$ cat src/rtl/trc_pkg.sv
package trc_pkg;

  typedef enum logic [1:0] {
    TM_OFF0 = 2'b00,
    TM_FLOW = 2'b01,
    TM_EACH = 2'b10,
    TM_OFF3 = 2'b11
  } trc_mode_e;

  localparam int KIND_W = 3;

  localparam logic [KIND_W-1:0] K_PLAIN = 3'd0;
  localparam logic [KIND_W-1:0] K_CPGEN = 3'd1;
  localparam logic [KIND_W-1:0] K_CPSAV = 3'd2;
  localparam logic [KIND_W-1:0] K_CPRST = 3'd3;
  localparam logic [KIND_W-1:0] K_CPCND = 3'd4;

  // Per-instruction trace decision; kept pure so it can be restated elsewhere.
  function automatic logic flow_changed(input logic sr_wr, input logic pc_jump);
    return sr_wr | pc_jump;
  endfunction

  function automatic logic trace_due(
    input trc_mode_e       mode,
    input logic [KIND_W-1:0] kind,
    input logic            sr_wr,
    input logic            pc_jump,
    input logic            dr_seen
  );
    logic r;
    unique case (mode)
      TM_EACH: r = 1'b1;
      TM_FLOW: r = (kind == K_CPGEN) ? dr_seen : flow_changed(sr_wr, pc_jump);
      default: r = 1'b0;
    endcase
    return r;
  endfunction

endpackage

$ cat src/rtl/trc_scan_latch.sv
module trc_scan_latch (
  input  logic clk,
  input  logic rst,
  input  logic scan_in,
  input  logic retire,
  output logic seen
);

  logic held_q;

  // The indication for the retiring instruction includes a scan in the same cycle.
  assign seen = held_q | scan_in;

  always_ff @(posedge clk) begin
    if (rst)         held_q <= 1'b0;
    else if (retire) held_q <= 1'b0;
    else if (scan_in) held_q <= 1'b1;
  end

  AST_SCAN_CLEARED: assert property (@(posedge clk) disable iff (rst)
    retire |=> !held_q);

  AST_SCAN_KEPT: assert property (@(posedge clk) disable iff (rst)
    (held_q && !retire) |=> held_q);

endmodule

$ cat src/rtl/trc_decide.sv
module trc_decide #(
  parameter int AW = 32
) (
  input  logic                       clk,
  input  logic                       rst,
  input  logic [1:0]                 mode,
  input  logic                       retire,
  input  logic [trc_pkg::KIND_W-1:0] kind,
  input  logic                       sr_wr,
  input  logic [AW-1:0]              pc,
  input  logic [AW-1:0]              next_pc,
  input  logic                       dr_seen,
  output logic                       hit
);
  import trc_pkg::*;

  trc_mode_e mode_e;
  logic      pc_jump;

  assign mode_e  = trc_mode_e'(mode);
  assign pc_jump = (pc != next_pc);
  assign hit     = retire & trace_due(mode_e, kind, sr_wr, pc_jump, dr_seen);

  AST_OFF_SILENT: assert property (@(posedge clk) disable iff (rst)
    (mode == 2'b00 || mode == 2'b11) |-> !hit);

  AST_EACH_HITS: assert property (@(posedge clk) disable iff (rst)
    (retire && mode == 2'b10) |-> hit);

  AST_FLOW_SR: assert property (@(posedge clk) disable iff (rst)
    (retire && mode == 2'b01 && kind != K_CPGEN && sr_wr) |-> hit);

  AST_FLOW_SEQ: assert property (@(posedge clk) disable iff (rst)
    (retire && mode == 2'b01 && kind != K_CPGEN && !sr_wr && pc == next_pc) |-> !hit);

  AST_CPGEN_DR: assert property (@(posedge clk) disable iff (rst)
    (retire && mode == 2'b01 && kind == K_CPGEN) |-> (hit == dr_seen));

endmodule

$ cat src/rtl/trc_req_hold.sv
module trc_req_hold (
  input  logic clk,
  input  logic rst,
  input  logic hit,
  input  logic busy,
  output logic pend,
  output logic req
);

  logic want;

  assign want = hit | pend;

  always_ff @(posedge clk) begin
    if (rst) begin
      pend <= 1'b0;
      req  <= 1'b0;
    end else begin
      req <= want & ~busy;
      if (!busy) pend <= 1'b0;
      else if (want) pend <= 1'b1;
    end
  end

  AST_REQ_CAUSED: assert property (@(posedge clk) disable iff (rst)
    req |-> ($past(hit || pend) && !$past(busy)));

  AST_PEND_HELD: assert property (@(posedge clk) disable iff (rst)
    (pend && busy) |=> (pend && !req));

  AST_PEND_ONCE: assert property (@(posedge clk) disable iff (rst)
    (pend && !busy) |=> (req && !pend));

endmodule

$ cat src/rtl/trc_gen_top.sv
module trc_gen_top #(
  parameter int AW = 32
) (
  input  logic                       clk,
  input  logic                       rst,
  input  logic [1:0]                 trc_mode,
  input  logic                       ret_vld,
  input  logic [2:0]                 ret_kind,
  input  logic                       ret_sr_wr,
  input  logic [AW-1:0]              ret_pc,
  input  logic [AW-1:0]              ret_next,
  input  logic                       cp_dr_scan,
  input  logic                       exc_busy,
  output logic                       trc_req
);

  logic dr_seen;
  logic hit_now;
  logic req_pend;

  trc_scan_latch u_scan (
    .clk    (clk),
    .rst    (rst),
    .scan_in(cp_dr_scan),
    .retire (ret_vld),
    .seen   (dr_seen)
  );

  trc_decide #(.AW(AW)) u_decide (
    .clk    (clk),
    .rst    (rst),
    .mode   (trc_mode),
    .retire (ret_vld),
    .kind   (ret_kind),
    .sr_wr  (ret_sr_wr),
    .pc     (ret_pc),
    .next_pc(ret_next),
    .dr_seen(dr_seen),
    .hit    (hit_now)
  );

  trc_req_hold u_hold (
    .clk (clk),
    .rst (rst),
    .hit (hit_now),
    .busy(exc_busy),
    .pend(req_pend),
    .req (trc_req)
  );

  AST_RESET_QUIET: assert property (@(posedge clk)
    $past(rst) |-> !trc_req);

  AST_NO_EARLY: assert property (@(posedge clk) disable iff (rst)
    (trc_req && !$past(req_pend)) |-> $past(ret_vld));

endmodule

$ cat config.mk
export PLATFORM = sky130hd
export DESIGN_NAME = trc_gen_top
export DESIGN_NICKNAME = d
export VERILOG_FILES = /design/src/rtl/trc_pkg.sv /design/src/rtl/trc_scan_latch.sv /design/src/rtl/trc_decide.sv /design/src/rtl/trc_req_hold.sv /design/src/rtl/trc_gen_top.sv
export SDC_FILE = /design/constraint.sdc
export NUM_CORES = 1
export LEC_CHECK = 0
export CORE_ASPECT_RATIO = 1.2
export CORE_MARGIN = 3
export CORE_UTILIZATION = 21
export CTS_CLUSTER_SIZE = 24
export DETAILED_ROUTE_END_ITERATION = 8
export MAX_ROUTING_LAYER = met4
export PLACE_DENSITY = 0.81
export SLEW_MARGIN = 0
export SYNTH_ARGS = -nofsm -noshare
export SYNTH_HDL_FRONTEND = slang
export SYNTH_SLANG_ARGS = --single-unit
export TNS_END_PERCENT = 30
$ cat constraint.sdc
create_clock -name clk -period 1.25 [get_ports clk]
set_input_delay 0.1875 -clock clk [delete_from_list [all_inputs] [get_ports clk]]
set_output_delay 0.1875 -clock clk [all_outputs]
set_load 0.02 [all_outputs]
---- Word-level counts from Yosys, hierarchy flattened ----
Index checks and enable logic that the tools add are counted.
Widths: inputs -> output; s select.
cells by class
  equal/unequal tests ..................... 4
  muxes and demuxes ....................... 2
  bitwise logic cells ..................... 6
  reduce and logical (&&, ||, !) cells .... 2
operators with widths
  operator            number
  $ne 32x32->1        1
  $reduce_or 2->1     2
  $eq 3x1->1 const B  1
  $or 1x1->1          3
  $and 1x1->1         2
  $eq 2x1->1 const B  1
  $eq 2x2->1 const B  1
  $pmux 1 s2          1
  $mux 1              1
  $not 1->1           1
storage, ports and cells
  flip-flop bits (word level) ............. 3
  input bits .............................. 75
  word-level logic and storage cells ...... 17

---- Logic depth before layout (Yosys ltp) ----
  depth after elaboration ................. 7
  gate-level depth with buffers ........... 6
  gate-level depth less buffers ........... 6

---- Modules after synthesis ----
A second synthesis with hierarchy kept.
unflattened totals
  cell total of the unflattened synthesis .. 61
  area total of the unflattened synthesis .. 536.8 um^2
modules (own cells, without submodules)
  module          instances  cells an instance  area an instance (um^2)  sequential area each (um^2)
  trc_decide      1          53                 434.2                    0.0
  trc_req_hold    1          5                  68.8                     40.0
  trc_scan_latch  1          3                  33.8                     20.0

---- Least setup slack after synthesis ----
Ideal clock, no wire load.
  path type ............................... input to register
  start ................................... input port ret_next[7]
  end ..................................... register u_hold.pend
  data arrival time ....................... 1.067 ns
  data required time ...................... 1.122 ns
  path slack .............................. 0.055 ns
  cell stages on the path ................. 5
  buffers on the path ..................... 0
  cells stage by stage .................... xor2_1 nor4_2 nand4_1 nor4_2 nor4b_1
on the way
  longest elaborated chain between the ends .. 6
ends and longest elaborated chain
  item                  line                RTL
  from (decl)           trc_gen_top.sv:11   input logic [AW-1:0] ret_next,
  $ne 32x32->1          trc_decide.sv:21    assign pc_jump = (pc != next_pc);
  $or 1x1->1            trc_pkg.sv:20       return sr_wr | pc_jump;
  $mux 1                trc_pkg.sv:33       TM_FLOW: r = (kind == K_CPGEN) ? dr_seen : flow_changed(sr_wr, pc_jump);
  $pmux 1 s2            trc_pkg.sv:31       unique case (mode)
  $and 1x1->1           trc_decide.sv:22    assign hit = retire & trace_due(mode_e, kind, sr_wr, pc_jump, dr_seen);
  $or 1x1->1            trc_req_hold.sv:12  assign want = hit | pend;
  to (signal assigned)  trc_req_hold.sv:16  pend <= 1'b0;
  to (signal assigned)  trc_req_hold.sv:20  if (!busy) pend <= 1'b0;
  to (signal assigned)  trc_req_hold.sv:21  else if (want) pend <= 1'b1;
  to (decl)             trc_req_hold.sv:6   output logic pend,
No other way between the ends.
A chain may end at the register's enable or synchronous reset.

---- Worst setup path after layout ----
  start ................................... input port ret_next[16]
  end ..................................... register u_hold.req
on the way
  longest elaborated chain between the ends .. 7
ends and longest elaborated chain
  item                  line                RTL
  $ne 32x32->1          trc_decide.sv:21
  $or 1x1->1            trc_pkg.sv:20
  $mux 1                trc_pkg.sv:33
  $pmux 1 s2            trc_pkg.sv:31
  $and 1x1->1           trc_decide.sv:22
  $or 1x1->1            trc_req_hold.sv:12
  $and 1x1->1           trc_req_hold.sv:19  req <= want & ~busy;
  to (signal assigned)  trc_req_hold.sv:19
  to (decl)             trc_req_hold.sv:7   output logic req
No other way between the ends.

==> results.json <==
{
  "ir_worst_vdd_mv": 0.2183,
  "grt_pass1_vias": 795,
  "drt_first_pass_iters": 2,
  "cts_sinks": 3,
  "arrival_ns": 1.33,
  "grt_pass1_wl_um": 3174,
  "clkLatencyLatePin_ns": 0.24,
  "clock.fmax_mhz": 819.9,
  "worst_slack_ns": 0.03034,
  "die_h_um": 61.45,
  "power_leakage_nw": 0.7391,
  "postCtsHoldBufs": 0,
  "overflow": 0,
  "synthArstFlopShare_pct": 0,
  "power_w": 0.0005973,
  "track_usage_pct": 13.49,
  "outcome": "complete, no violations",
  "cts_root_buf": "clkbuf_4",
  "ant_nets": 0,
  "start_util_pct": 22.86,
  "clock-skew-final_ns": 0.0007527,
  "synth_warnings": 0,
  "worst_path_largest_cell_delay_ns": 0.29,
  "min_period_ns": 1.220,
  "synth_xor_area_share_pct": 53.49,
  "dieArea_sq_mm": 0.003208,
  "crit_path_start_kind": "primary input",
  "crit_chain": "dlygate4sd2_1 -> xor2_1 -> nor4_2 -> nand3_1 -> nor4_4 -> nor4_1",
  "synthMuxAreaShare_pct": 0,
  "synth_flop_cell": "dfxtp_1",
  "tritoncts": "done",
  "cp-end-kind": "register",
  "synth.distinct_cells": 17,
  "post_drt_via_cell_ratio": 4.401,
  "relSlewSlack_pct": 81.94,
  "synth_area_sq_um": 538.0,
  "drv_slew": 0,
  "drt-total-wl_um": 2162,
  "dpl_worst_slack_ns": -0.5130,
  "grt_max_degree": 4,
  "antenna_found_initial": 0,
  "core_sq_mm": 0.002354,
  "cpMaxStageDelayCell": "nor4_2",
  "finalHoldViolCount": 0,
  "gp_congestion": 0.6839,
  "setup_viol_count_final": 0,
  "vias": 757,
  "clkSlewWorstSetupHoldPaths_ns": 0.04,
  "postLayoutCoreUtil_pct": 57.42,
  "synth_edf_count": 0,
  "io_pins": 76,
  "area_growth_pct": 151.2,
  "cap_violations": 0,
  "cts_buffer_depth": 2,
  "finalNetCount": 219,
  "ys_ff_latch": 3,
  "drive_above_1_share_pct": 23.40,
  "synth_top_family_by_area": "XOR/XNOR gates",
  "avgSynthCellArea_sq_um": 8.820,
  "cts_max_level": 1,
  "synth_simple_gate_area_share_pct": 26.98,
  "n_antenna_cell": 0,
  "rows": 19,
  "drc": 0,
  "min_path_type": "in2reg",
  "synth_compound_area_share_pct": 2.326,
  "tightest_slew_ns": 0.2684,
  "yosysSeqAreaShare_pct": 11.16,
  "rsz0062_at_grt": "true",
  "syn_nets": 138,
  "wl_per_cell_um": 12.57,
  "layout_worst_path_cycle_share_pct": 97.57,
  "finalSetupTns_ns": 0,
  "drtIter0Drc": 6,
  "synth_fa_ha_area_share_pct": 4.651,
  "crit_required_ns": 1.37,
  "dp_hpwl_um": 1795,
  "path_class": "in2reg",
  "cts_buffers": 3,
  "hold_ws_ns": 0.5203,
  "dieWidth_um": 52.21,
  "synthCells": 61,
  "crit_path_max_fanout": 2,
  "fillers": 222,
  "port_buffers": 75,
  "power_density_mw_per_mm2": 442.0
}
-- placed cells by master (no fill, tap or decap), types with 2 or more instances in the layout --
| cell | n |
|---|---|
| clkbuf_2 | 14 |
| clkbuf_4 | 3 |
| clkdlybuf4s15_1 | 10 |
| clkdlybuf4s50_1 | 7 |
| dfxtp_1 | 3 |
| dlygate4sd2_1 | 27 |
| dlymetal6s2s_1 | 15 |
| inv_1 | 2 |
| nand3_1 | 2 |
| nor3_2 | 2 |
| nor4_1 | 4 |
| nor4_2 | 4 |
| xor2_1 | 29 |
| xor2_2 | 2 |
-- synthesized netlist by cell type (2+ instances only) --
cell type	number	area [sq um]
dfxtp_1	3	60.06
nor4_1	5	31.28
ha_1	2	25.02
nor3_1	3	15.01
xor2_1	30	262.8
nor2b_1	2	12.51
nand3_1	2	10.01
nor4_2	4	50.05
inv_1	2	7.510
-- worst paths after layout --
| kind | from | end | slack (ns) | cells past startpoint |
|---|---|---|---|---|
| setup / recovery | ret_next[16] | u_hold.req$_SDFF_PP0_ | 0.03 | 6 |
| setup reg to reg | u_hold.pend$_SDFFE_PP0P_ | u_hold.req$_SDFF_PP0_ | 0.08 | 4 |
| hold / removal | ret_vld | u_scan.held_q$_SDFFE_PP0P_ | 0.52 | 2 |
| hold reg to reg | u_scan.held_q$_SDFFE_PP0P_ | u_scan.held_q$_SDFFE_PP0P_ | 0.52 | 2 |
-- where the power goes --
group / total [W] / switching, W / internal, W
combinational: 0.000322 / 0.000118 / 0.000204
clock: 0.000174 / 0.0000542 / 0.000120
sequential: 0.000101 / 0.00000145 / 0.0000995
total: 0.000597 / 0.000174 / 0.000424
-- routing by layer --
metal / share of wire, % / vias up / track usage (%)
met2: 54 / 59 / 26.75
met5: 0 / - / -
met3: 13 / 3 / 3.874
met1: 32 / 326 / 12.16
li1: - / 369 / -
met4: 1.2 / 0 / 4.380
-- logic make-up (layout without fill, tap and decap cells) --
kind of cell,count (synthesis),after routing
buffers and inverters,2,82
flip-flops,3,3
AND/OR/NAND/NOR,20,20
adder cells (fa/ha/maj),2,2
AO/OA/AOI/OAI,2,2
XOR/XNOR,32,32
-- final cells by class --
class / instances / area [sq um] / area share (%)
multi-input cells: 56 / 530.5 / 39.26
inverters: 2 / 7.507 / 0.5556
flip-flops and latches: 3 / 60.06 / 4.444
repair buffers: 76 / 688.2 / 50.93
well taps: 31 / 38.79 / 2.870
clock buffers: 4 / 26.28 / 1.944
-- per-stage QoR --
step | cells | instance area [sq um]
after floorplan | 61 | 538.0
after CTS | 171 | 1330
final | 172 | 1351
after global routing | 172 | 1351
after global placement | 167 | 1328
after detailed placement | 167 | 1328
-- state kept, by name, summed over array words and instances (netlist names) --
register,count
u_hold.pend,1
u_hold.req,1
u_scan.held_q,1
-- critical path, delay by kind of cell --
family                    cells  cell delay (ns)
xor gates and xnor gates      1             0.16
buffers and inverters         1             0.24
and+or+nand+nor               4             0.74
-- repair_timing --
item	4_1_cts	5_1_grt
buffers inserted	0	1
pin swaps	27	32
cloned	0	0
gates resized for setup	66	58
endpoints found under the setup margin	3	2
(Power assumes the default switching activity.)
